### config.mk
export PLATFORM = sky130hd
export DESIGN_NAME = keypad_param_ctrl
export DESIGN_NICKNAME = d
export VERILOG_FILES = /design/src/rtl/kp_pkg.sv /design/src/rtl/kp_entry_buf.sv /design/src/rtl/kp_param_bank.sv /design/src/rtl/kp_ctrl.sv /design/src/rtl/keypad_param_ctrl.sv
export SDC_FILE = /design/constraint.sdc
export NUM_CORES = 1
export LEC_CHECK = 0
export ABC_CLOCK_PERIOD_IN_PS = 22600
export BUFFER_PORTS_ARGS = -buffer_cell sky130_fd_sc_hd__buf_4
export CORE_MARGIN = 2
export CORE_UTILIZATION = 45
export DETAILED_ROUTE_END_ITERATION = 10
export PLACE_DENSITY_LB_ADDON = 0.08
export SLEW_MARGIN = 15
export SYNTH_ARGS = -nofsm -noshare
export SYNTH_HDL_FRONTEND = slang
export SYNTH_HIERARCHICAL = 1
export SYNTH_SLANG_ARGS = --single-unit
### constraint.sdc
create_clock -name clk -period 22.6 [get_ports clk]
set_input_delay 4.52 -clock clk [delete_from_list [all_inputs] [get_ports clk]]
set_output_delay 4.52 -clock clk [all_outputs]
set_load 0.01 [all_outputs]
### src/rtl/kp_pkg.sv
package kp_pkg;
  localparam logic [3:0] K_HOME  = 4'd10;
  localparam logic [3:0] K_ENTER = 4'd11;
  localparam logic [3:0] K_BKSP  = 4'd12;
  localparam logic [3:0] K_SEL   = 4'd13;
  localparam logic [3:0] K_PLUS  = 4'd14;
  localparam logic [3:0] K_MINUS = 4'd15;

  typedef enum logic [1:0] {MD_HOME, MD_OPEN, MD_CLOSED, MD_VF} kp_mode_e;
  typedef enum logic [2:0] {OP_NONE, OP_LOAD, OP_INC, OP_DEC, OP_ZERO} kp_op_e;
endpackage

### src/rtl/kp_entry_buf.sv
module kp_entry_buf #(
  parameter int DIGS = 6,
  localparam int LENW = $clog2(DIGS + 1),
  localparam int VW = 4 * DIGS
) (
  input  logic                 clk,
  input  logic                 rst,
  input  logic                 clear_i,
  input  logic                 open_i,
  input  logic                 push_i,
  input  logic [3:0]           dig_i,
  input  logic                 pop_i,
  input  logic                 sign_i,
  output logic                 active_o,
  output logic                 neg_o,
  output logic [LENW-1:0]      len_o,
  output logic [VW-1:0]        digs_o,
  output logic signed [VW:0]   val_o
);
  logic [VW-1:0]     mag;
  logic signed [VW:0] smag;

  always_ff @(posedge clk) begin
    if (rst || clear_i) begin
      active_o <= 1'b0;
      neg_o    <= 1'b0;
      len_o    <= '0;
      digs_o   <= '0;
    end else begin
      if (open_i) active_o <= 1'b1;
      if (push_i) begin
        active_o <= 1'b1;
        if (len_o < LENW'(DIGS)) begin
          digs_o <= (digs_o << 4) | VW'(dig_i);
          len_o  <= len_o + 1'b1;
        end
      end
      if (pop_i) begin
        if (len_o != '0) begin
          digs_o <= digs_o >> 4;
          len_o  <= len_o - 1'b1;
        end else begin
          neg_o <= 1'b0;
        end
      end
      if (sign_i) begin
        neg_o    <= 1'b1;
        active_o <= 1'b1;
      end
    end
  end

  // BCD to binary, most significant digit first
  always_comb begin
    mag = '0;
    for (int i = DIGS - 1; i >= 0; i--)
      mag = (mag << 3) + (mag << 1) + VW'(digs_o[i*4 +: 4]);
    smag  = $signed({1'b0, mag});
    val_o = neg_o ? -smag : smag;
  end
endmodule

### src/rtl/kp_param_bank.sv
module kp_param_bank
  import kp_pkg::*;
#(
  parameter int NPAR = 12,
  parameter int W = 20,
  parameter int VW = 24,
  localparam int IDXW = $clog2(NPAR + 1)
) (
  input  logic                         clk,
  input  logic                         rst,
  input  kp_op_e                       op_i,
  input  logic [IDXW-1:0]              idx_i,
  input  logic signed [VW:0]           val_i,
  output logic [NPAR-1:0][W-1:0]       par_o,
  output logic                         wr_o,
  output logic [IDXW-1:0]              wr_idx_o
);
  localparam logic signed [W-1:0]  PMAX = {1'b0, {(W-1){1'b1}}};
  localparam logic signed [W-1:0]  PMIN = {1'b1, {(W-1){1'b0}}};
  localparam logic signed [VW:0]   BMAX = (VW+1)'(PMAX);
  localparam logic signed [VW:0]   BMIN = (VW+1)'(PMIN);

  logic signed [W-1:0] par_q [NPAR];
  logic signed [W-1:0] cur, nxt;
  logic                wr_en;

  always_comb begin
    cur   = (idx_i < IDXW'(NPAR)) ? par_q[idx_i] : '0;
    wr_en = (op_i != OP_NONE) && (idx_i < IDXW'(NPAR));
    case (op_i)
      OP_LOAD: begin
        if (val_i > BMAX)      nxt = PMAX;
        else if (val_i < BMIN) nxt = PMIN;
        else                   nxt = val_i[W-1:0];
      end
      OP_INC:  nxt = (cur == PMAX) ? cur : cur + 1'b1;
      OP_DEC:  nxt = (cur == PMIN) ? cur : cur - 1'b1;
      default: nxt = '0;
    endcase
  end

  for (genvar g = 0; g < NPAR; g++) begin : g_reg
    always_ff @(posedge clk) begin
      if (rst) par_q[g] <= '0;
      else if (wr_en && idx_i == IDXW'(g)) par_q[g] <= nxt;
    end
    assign par_o[g] = par_q[g];
  end

  always_ff @(posedge clk) begin
    if (rst) begin
      wr_o     <= 1'b0;
      wr_idx_o <= '0;
    end else begin
      wr_o <= wr_en;
      if (wr_en) wr_idx_o <= idx_i;
    end
  end
endmodule

### src/rtl/kp_ctrl.sv
module kp_ctrl
  import kp_pkg::*;
#(
  parameter int DIGS = 6,
  parameter int NOL = 2,
  parameter int NCL = 9,
  parameter int NVF = 1,
  localparam int NPAR = NOL + NCL + NVF,
  localparam int MAXC = (NOL > NCL) ? ((NOL > NVF) ? NOL : NVF) : ((NCL > NVF) ? NCL : NVF),
  localparam int SELW = $clog2(MAXC + 1),
  localparam int IDXW = $clog2(NPAR + 1),
  localparam int LENW = $clog2(DIGS + 1),
  localparam int VW = 4 * DIGS
) (
  input  logic                clk,
  input  logic                rst,
  input  logic                key_vld_i,
  input  logic [3:0]          key_code_i,
  input  logic                ent_active_i,
  input  logic                ent_neg_i,
  input  logic [LENW-1:0]     ent_len_i,
  input  logic signed [VW:0]  ent_val_i,
  output kp_mode_e            mode_o,
  output logic [SELW-1:0]     sel_o,
  output logic                clear_o,
  output logic                open_o,
  output logic                push_o,
  output logic                pop_o,
  output logic                sign_o,
  output kp_op_e              op_o,
  output logic [IDXW-1:0]     idx_o
);
  logic [SELW-1:0] cnt, base;
  kp_mode_e        mode_d;
  logic [SELW-1:0] sel_d;
  logic            is_digit, in_home;

  always_comb begin
    case (mode_o)
      MD_OPEN:   begin cnt = SELW'(NOL); base = '0;              end
      MD_CLOSED: begin cnt = SELW'(NCL); base = SELW'(NOL);       end
      MD_VF:     begin cnt = SELW'(NVF); base = SELW'(NOL + NCL); end
      default:   begin cnt = SELW'(1);   base = '0;              end
    endcase
    idx_o = IDXW'(base) + IDXW'(sel_o);
  end

  always_comb begin
    mode_d   = mode_o;
    sel_d    = sel_o;
    clear_o  = 1'b0;
    open_o   = 1'b0;
    push_o   = 1'b0;
    pop_o    = 1'b0;
    sign_o   = 1'b0;
    op_o     = OP_NONE;
    is_digit = key_code_i <= 4'd9;
    in_home  = mode_o == MD_HOME;
    if (key_vld_i) begin
      if (is_digit) begin
        if (ent_active_i || key_code_i != 4'd0) push_o = 1'b1;
        else if (!in_home)                      op_o   = OP_ZERO;
      end else begin
        case (key_code_i)
          K_HOME: begin
            clear_o = 1'b1;
            mode_d  = MD_HOME;
            sel_d   = '0;
          end
          K_ENTER: begin
            if (in_home) begin
              clear_o = ent_active_i;
              if (ent_len_i != '0 && !ent_neg_i && ent_val_i > 0 && ent_val_i < 4) begin
                mode_d = kp_mode_e'(ent_val_i[1:0]);
                sel_d  = '0;
              end
            end else if (!ent_active_i) begin
              open_o = 1'b1;
            end else begin
              clear_o = 1'b1;
              if (ent_len_i != '0) op_o = OP_LOAD;
            end
          end
          K_BKSP: pop_o = ent_active_i;
          K_SEL: if (!in_home && !ent_active_i)
            sel_d = (sel_o == cnt - 1'b1) ? '0 : sel_o + 1'b1;
          K_PLUS: if (!in_home && !ent_active_i) op_o = OP_INC;
          default: begin
            if (!in_home) begin
              if (!ent_active_i) op_o = OP_DEC;
              else if (ent_len_i == '0 && !ent_neg_i) sign_o = 1'b1;
            end
          end
        endcase
      end
    end
  end

  always_ff @(posedge clk) begin
    if (rst) begin
      mode_o <= MD_HOME;
      sel_o  <= '0;
    end else begin
      mode_o <= mode_d;
      sel_o  <= sel_d;
    end
  end
endmodule

### src/rtl/keypad_param_ctrl.sv
module keypad_param_ctrl
  import kp_pkg::*;
#(
  parameter int DIGS = 6,
  parameter int W = 20,
  parameter int NOL = 2,
  parameter int NCL = 9,
  parameter int NVF = 1,
  localparam int NPAR = NOL + NCL + NVF,
  localparam int MAXC = (NOL > NCL) ? ((NOL > NVF) ? NOL : NVF) : ((NCL > NVF) ? NCL : NVF),
  localparam int SELW = $clog2(MAXC + 1),
  localparam int IDXW = $clog2(NPAR + 1),
  localparam int LENW = $clog2(DIGS + 1),
  localparam int VW = 4 * DIGS
) (
  input  logic                    clk,
  input  logic                    rst,
  input  logic                    key_vld_i,
  input  logic [3:0]              key_code_i,
  output logic [1:0]              mode_o,
  output logic [SELW-1:0]         sel_o,
  output logic                    entry_o,
  output logic                    neg_o,
  output logic [LENW-1:0]         len_o,
  output logic [VW-1:0]           digits_o,
  output logic [NPAR-1:0][W-1:0]  par_o,
  output logic                    wr_o,
  output logic [IDXW-1:0]         wr_idx_o
);
  kp_mode_e           mode;
  kp_op_e             op;
  logic [IDXW-1:0]    idx;
  logic               clr, opn, push, pop, sgn;
  logic signed [VW:0] val;

  kp_ctrl #(.DIGS(DIGS), .NOL(NOL), .NCL(NCL), .NVF(NVF)) u_ctrl (
    .clk(clk), .rst(rst), .key_vld_i(key_vld_i), .key_code_i(key_code_i),
    .ent_active_i(entry_o), .ent_neg_i(neg_o), .ent_len_i(len_o), .ent_val_i(val),
    .mode_o(mode), .sel_o(sel_o), .clear_o(clr), .open_o(opn), .push_o(push),
    .pop_o(pop), .sign_o(sgn), .op_o(op), .idx_o(idx)
  );

  kp_entry_buf #(.DIGS(DIGS)) u_buf (
    .clk(clk), .rst(rst), .clear_i(clr), .open_i(opn), .push_i(push),
    .dig_i(key_code_i), .pop_i(pop), .sign_i(sgn), .active_o(entry_o),
    .neg_o(neg_o), .len_o(len_o), .digs_o(digits_o), .val_o(val)
  );

  kp_param_bank #(.NPAR(NPAR), .W(W), .VW(VW)) u_bank (
    .clk(clk), .rst(rst), .op_i(op), .idx_i(idx), .val_i(val),
    .par_o(par_o), .wr_o(wr_o), .wr_idx_o(wr_idx_o)
  );

  assign mode_o = mode;
endmodule

==> key figures <==
Drt
  – Routed wire length: 62,700 um
  – Vias: 15,800
  – DRC: 0
  – Detail Route Antenna Nets: 0
  – Vias per inst: 5.95
  – Iteration-0 DRC Markers: 1,167
  – Routed WL per cell: 23.6 um
  – DRT Pass-1 Iters: 7

Global route
  – Largest net degree at the start of global routing: 55
  – Total track usage: 27.8%
  – Initial antenna violation count: 0
  – GRT overflow: 0
  – First-pass GRT wire length: 93,100 um
  – Vias in the first global route: 15,300

Synth
  – XOR/XNOR share of the synthesized area: 4.86%
  – Post-synthesis cell type count: 103
  – Post-synthesis mux area share: 7.78%
  – Net Count, Synth: 1,995
  – Complex-gate fraction of the synthesized area: 15.6%
  – EDFF count, synth: 240
  – Register area share after synthesis: 42.3%
  – Post-synthesis cell area: 18,900 um^2
  – Post-Synth Simple-Gate Area: 15.8%
  – Post-synth top area share: 38.1%
  – Synth warnings: 6
  – Area share of fa/ha/maj cells after synthesis: 8.90%
  – FF+latch count, synth: 280
  – Ys async rst share: 0%
  – Most area-consuming cells after synthesis: edfxtp_1 38%, ha_1 7.7%, nor2_1 6.2%, mux2i_1 5.3%, dfxtp_1 4.2%
  – Synth area leader: edfxtp_1
  – Largest family of logic cells by synthesized area: simple AND/OR/NAND/NOR gates
  – Mapped Cells: 1,860
  – Synth Area per Inst: 10.2 um^2
  – Post-synth top flop: edfxtp_1

Clocking
  – Clock transition at path regs: 0.06 ns
  – Post-cts hold buffer count: 0
  – Setup Buffers After CTS: 0
  – Clk buf depth: 3
  – Clock Latency Late Sink: 0.58 ns
  – CTS H-tree lvls: 1
  – CTS tree: built
  – Post-cts resize count: 0
  – TritonCTS buffer count: 30
  – CTS sink cnt: 280
  – Clock root buffer: clkbuf_16

Critical path
  – CP Data Required Time: 22.89 ns
  – Crit-path max cell delay: 0.78 ns
  – WS Path Type: flip-flop to flip-flop
  – Slowest CP cell: a21oi_1
  – Worst Path Arrival: 12.04 ns
  – Worst-path maximum fanout: 19
  – Worst reg2reg setup slack: 10.85 ns
  – R2R depth: 46
  – CP startpoint kind: flip-flop
  – R2r startpoint: u_buf/digs_o[19]
  – Critical R2R Capture: u_bank/par_q[10][8]
  – Kind of end point of the critical path: flip-flop
  – Most Frequent Cell on Critical Path: a21oi_1

Outcome
  – Outcome: complete, no violations

Placed design
  – Port bufs: 286
  – Final Wtd Congestion: 0.910
  – Detailed Place HPWL: 46,300 um

Pwr
  – Pwr Density: 53.9 nW/um^2
  – Peak supply drop: 47.0 uV
  – Lkg Pwr: 8.81 nW

Timing
  – Fmax: 85.1 MHz
  – Fin. Hold Viols: 0
  – Final Cycle Share: 52.0%
  – RSZ-0062 raised after global routing: false
  – Final setup violation count: 0
  – Fin. max-slew vios: 0
  – Setup TNS: 0 ns
  – Hold slack: 0.506 ns
  – Fin crit period: 11.75 ns
  – Worst-margin pin slew: 1.21 ns
  – Max-slew headroom: 19.5%
  – Clk_skew: 0.0371 ns

Final layout
  – Nets: 2,228
  – Fill cells: 3,708
  – Share of layout cells above drive strength 1: 22.0%
  – N_diodes: 0
  – Area grow syn2layout: 18.5%

Hold path
  – End of the worst hold path: u_bank/wr_idx_o[1]
  – Hold depth: 2
  – Worst Hold Class: flip-flop to flip-flop
  – Hold wc startpoint: u_bank/wr_idx_o[1]

Floorplanning
  – Die width: 209 um
  – Core Region: 41,800 um^2
  – Starting density of the core: 45.3%
  – Chip height: 209 um
  – Boundary pin count: 287
  – Row count: 75
  – Die area: 43,700 um^2

Job
  – Max_cap viols: 0
## logic make-up after synthesis
logic type | Yosys count
DFF | 280
and+or+nand+nor | 617
buffers and inverters | 200
AOI/OAI and AO/OA | 402
muxes | 128
xor gates and xnor gates | 105
adders and majority gates | 128
## worst max-delay path by stage
stage	start	to	cells after the start
finish	u_buf/digs_o[19]	u_bank/par_q[10][8]	46
global route	u_buf/digs_o[19]	u_bank/par_q[3][5]	45
CTS	u_buf/digs_o[19]	u_bank/par_q[5][3]	46
detailed placement	u_buf/digs_o[19]	u_bank/par_q[5][3]	46
global placement	u_buf/digs_o[19]	u_bank/par_q[7][5]	46
floorplan	u_buf/digs_o[19]	u_bank/par_q[0][10]	47
## per-stage QoR
stage               std cells  setup WS, ns  power, mW  utilization, %  cell area (um^2)
floorplan                1860         12.33      0.670               -             18900
global placement         2599         11.10      0.732            51.3             21400
detailed placement       2599         10.93      0.733            51.3             21400
CTS                      2654         10.87       1.21            53.6             22400
global route             2655          9.94       1.24            53.7             22400
finish                   2655         10.85       1.21            53.7             22400
## cells in the mapped netlist, types with 13 or more instances
library cell	n
a211oi_1	41
a21o_1	32
a21oi_1	85
a22oi_1	24
a31oi_1	17
buf_2	24
clkbuf_1	66
dfxtp_1	40
edfxtp_1	240
ha_1	117
inv_1	82
mux2_2	13
mux2i_1	101
mux4_2	14
nand2_1	90
nand2b_1	16
nand3_1	33
nor2_1	314
nor2b_1	24
nor3_1	28
nor4_1	13
o21a_1	19
o21ai_0	44
o22ai_1	14
o31ai_1	14
xnor2_1	80
xor2_1	25
## cell type report
class	instances	area (um^2)	area share (%)
clock inverters	14	134	0.597
inverters	83	312	1.39
clock buffers	41	842	3.76
well taps	539	674	3.01
multi-input cells	1380	10100	44.9
flip-flops and latches	280	8010	35.7
repair buffers	318	2390	10.7
## power by group
| group | internal (mW) | switching [mW] | total [mW] |
|---|---|---|---|
| Clock | 0.282 | 0.203 | 0.485 |
| Combinational | 0.0515 | 0.0727 | 0.124 |
| Sequential | 0.581 | 0.0180 | 0.599 |
| Total | 0.915 | 0.293 | 1.21 |
## registers in the layout, indices dropped and copies added, names as in the netlist
signal / count
u_buf/digs_o: 24
u_buf/neg_o: 1
u_ctrl/mode_o: 2
u_buf/active_o: 1
u_bank/par_q: 240
u_ctrl/sel_o: 4
u_bank/wr_idx_o: 4
u_bank/wr_o: 1
u_buf/len_o: 3
## critical path, delay by kind of cell (launching register included)
kind / cells / cell delay, ns
simple gates: 10 / 2.31
compound gates: 20 / 4.16
fa+ha+maj: 9 / 3.31
xor+xnor: 4 / 0.95
buf+inv: 3 / 0.37
flops: 1 / 0.35
## placed cells by master (no fill, tap or decap), drive strengths merged, types with 15 or more instances in the layout
master / synthesis / routed
ha: 117 / 117
a21o: 32 / 32
a22oi: 24 / 24
a21oi: 86 / 86
nand3: 34 / 34
clkbuf: 67 / 41
nor3: 30 / 30
xnor2: 80 / 80
o21ai: 46 / 46
a31oi: 20 / 20
nand2b: 16 / 16
nor4: 22 / 22
o31ai: 16 / 16
nor2b: 24 / 24
edfxtp: 240 / 240
buf: 50 / 318
dfxtp: 40 / 40
o21a: 19 / 19
inv: 83 / 83
nand2: 90 / 90
and2: 15 / 15
nor2: 315 / 315
mux2i: 101 / 101
xor2: 25 / 25
a211oi: 44 / 44
## per-layer routing
| layer | track usage (%) | vias to the layer above | share of wire (%) |
|---|---|---|---|
| met1 | 34.7 | 7722 | 40 |
| met3 | 4.61 | 129 | 7.4 |
| met2 | 48.9 | 665 | 49 |
| li1 | - | 7286 | - |
| met4 | 9.21 | 0 | 3.6 |
| met5 | 0 | - | 0 |
No activity file was read; power rests on OpenSTA's default activity.
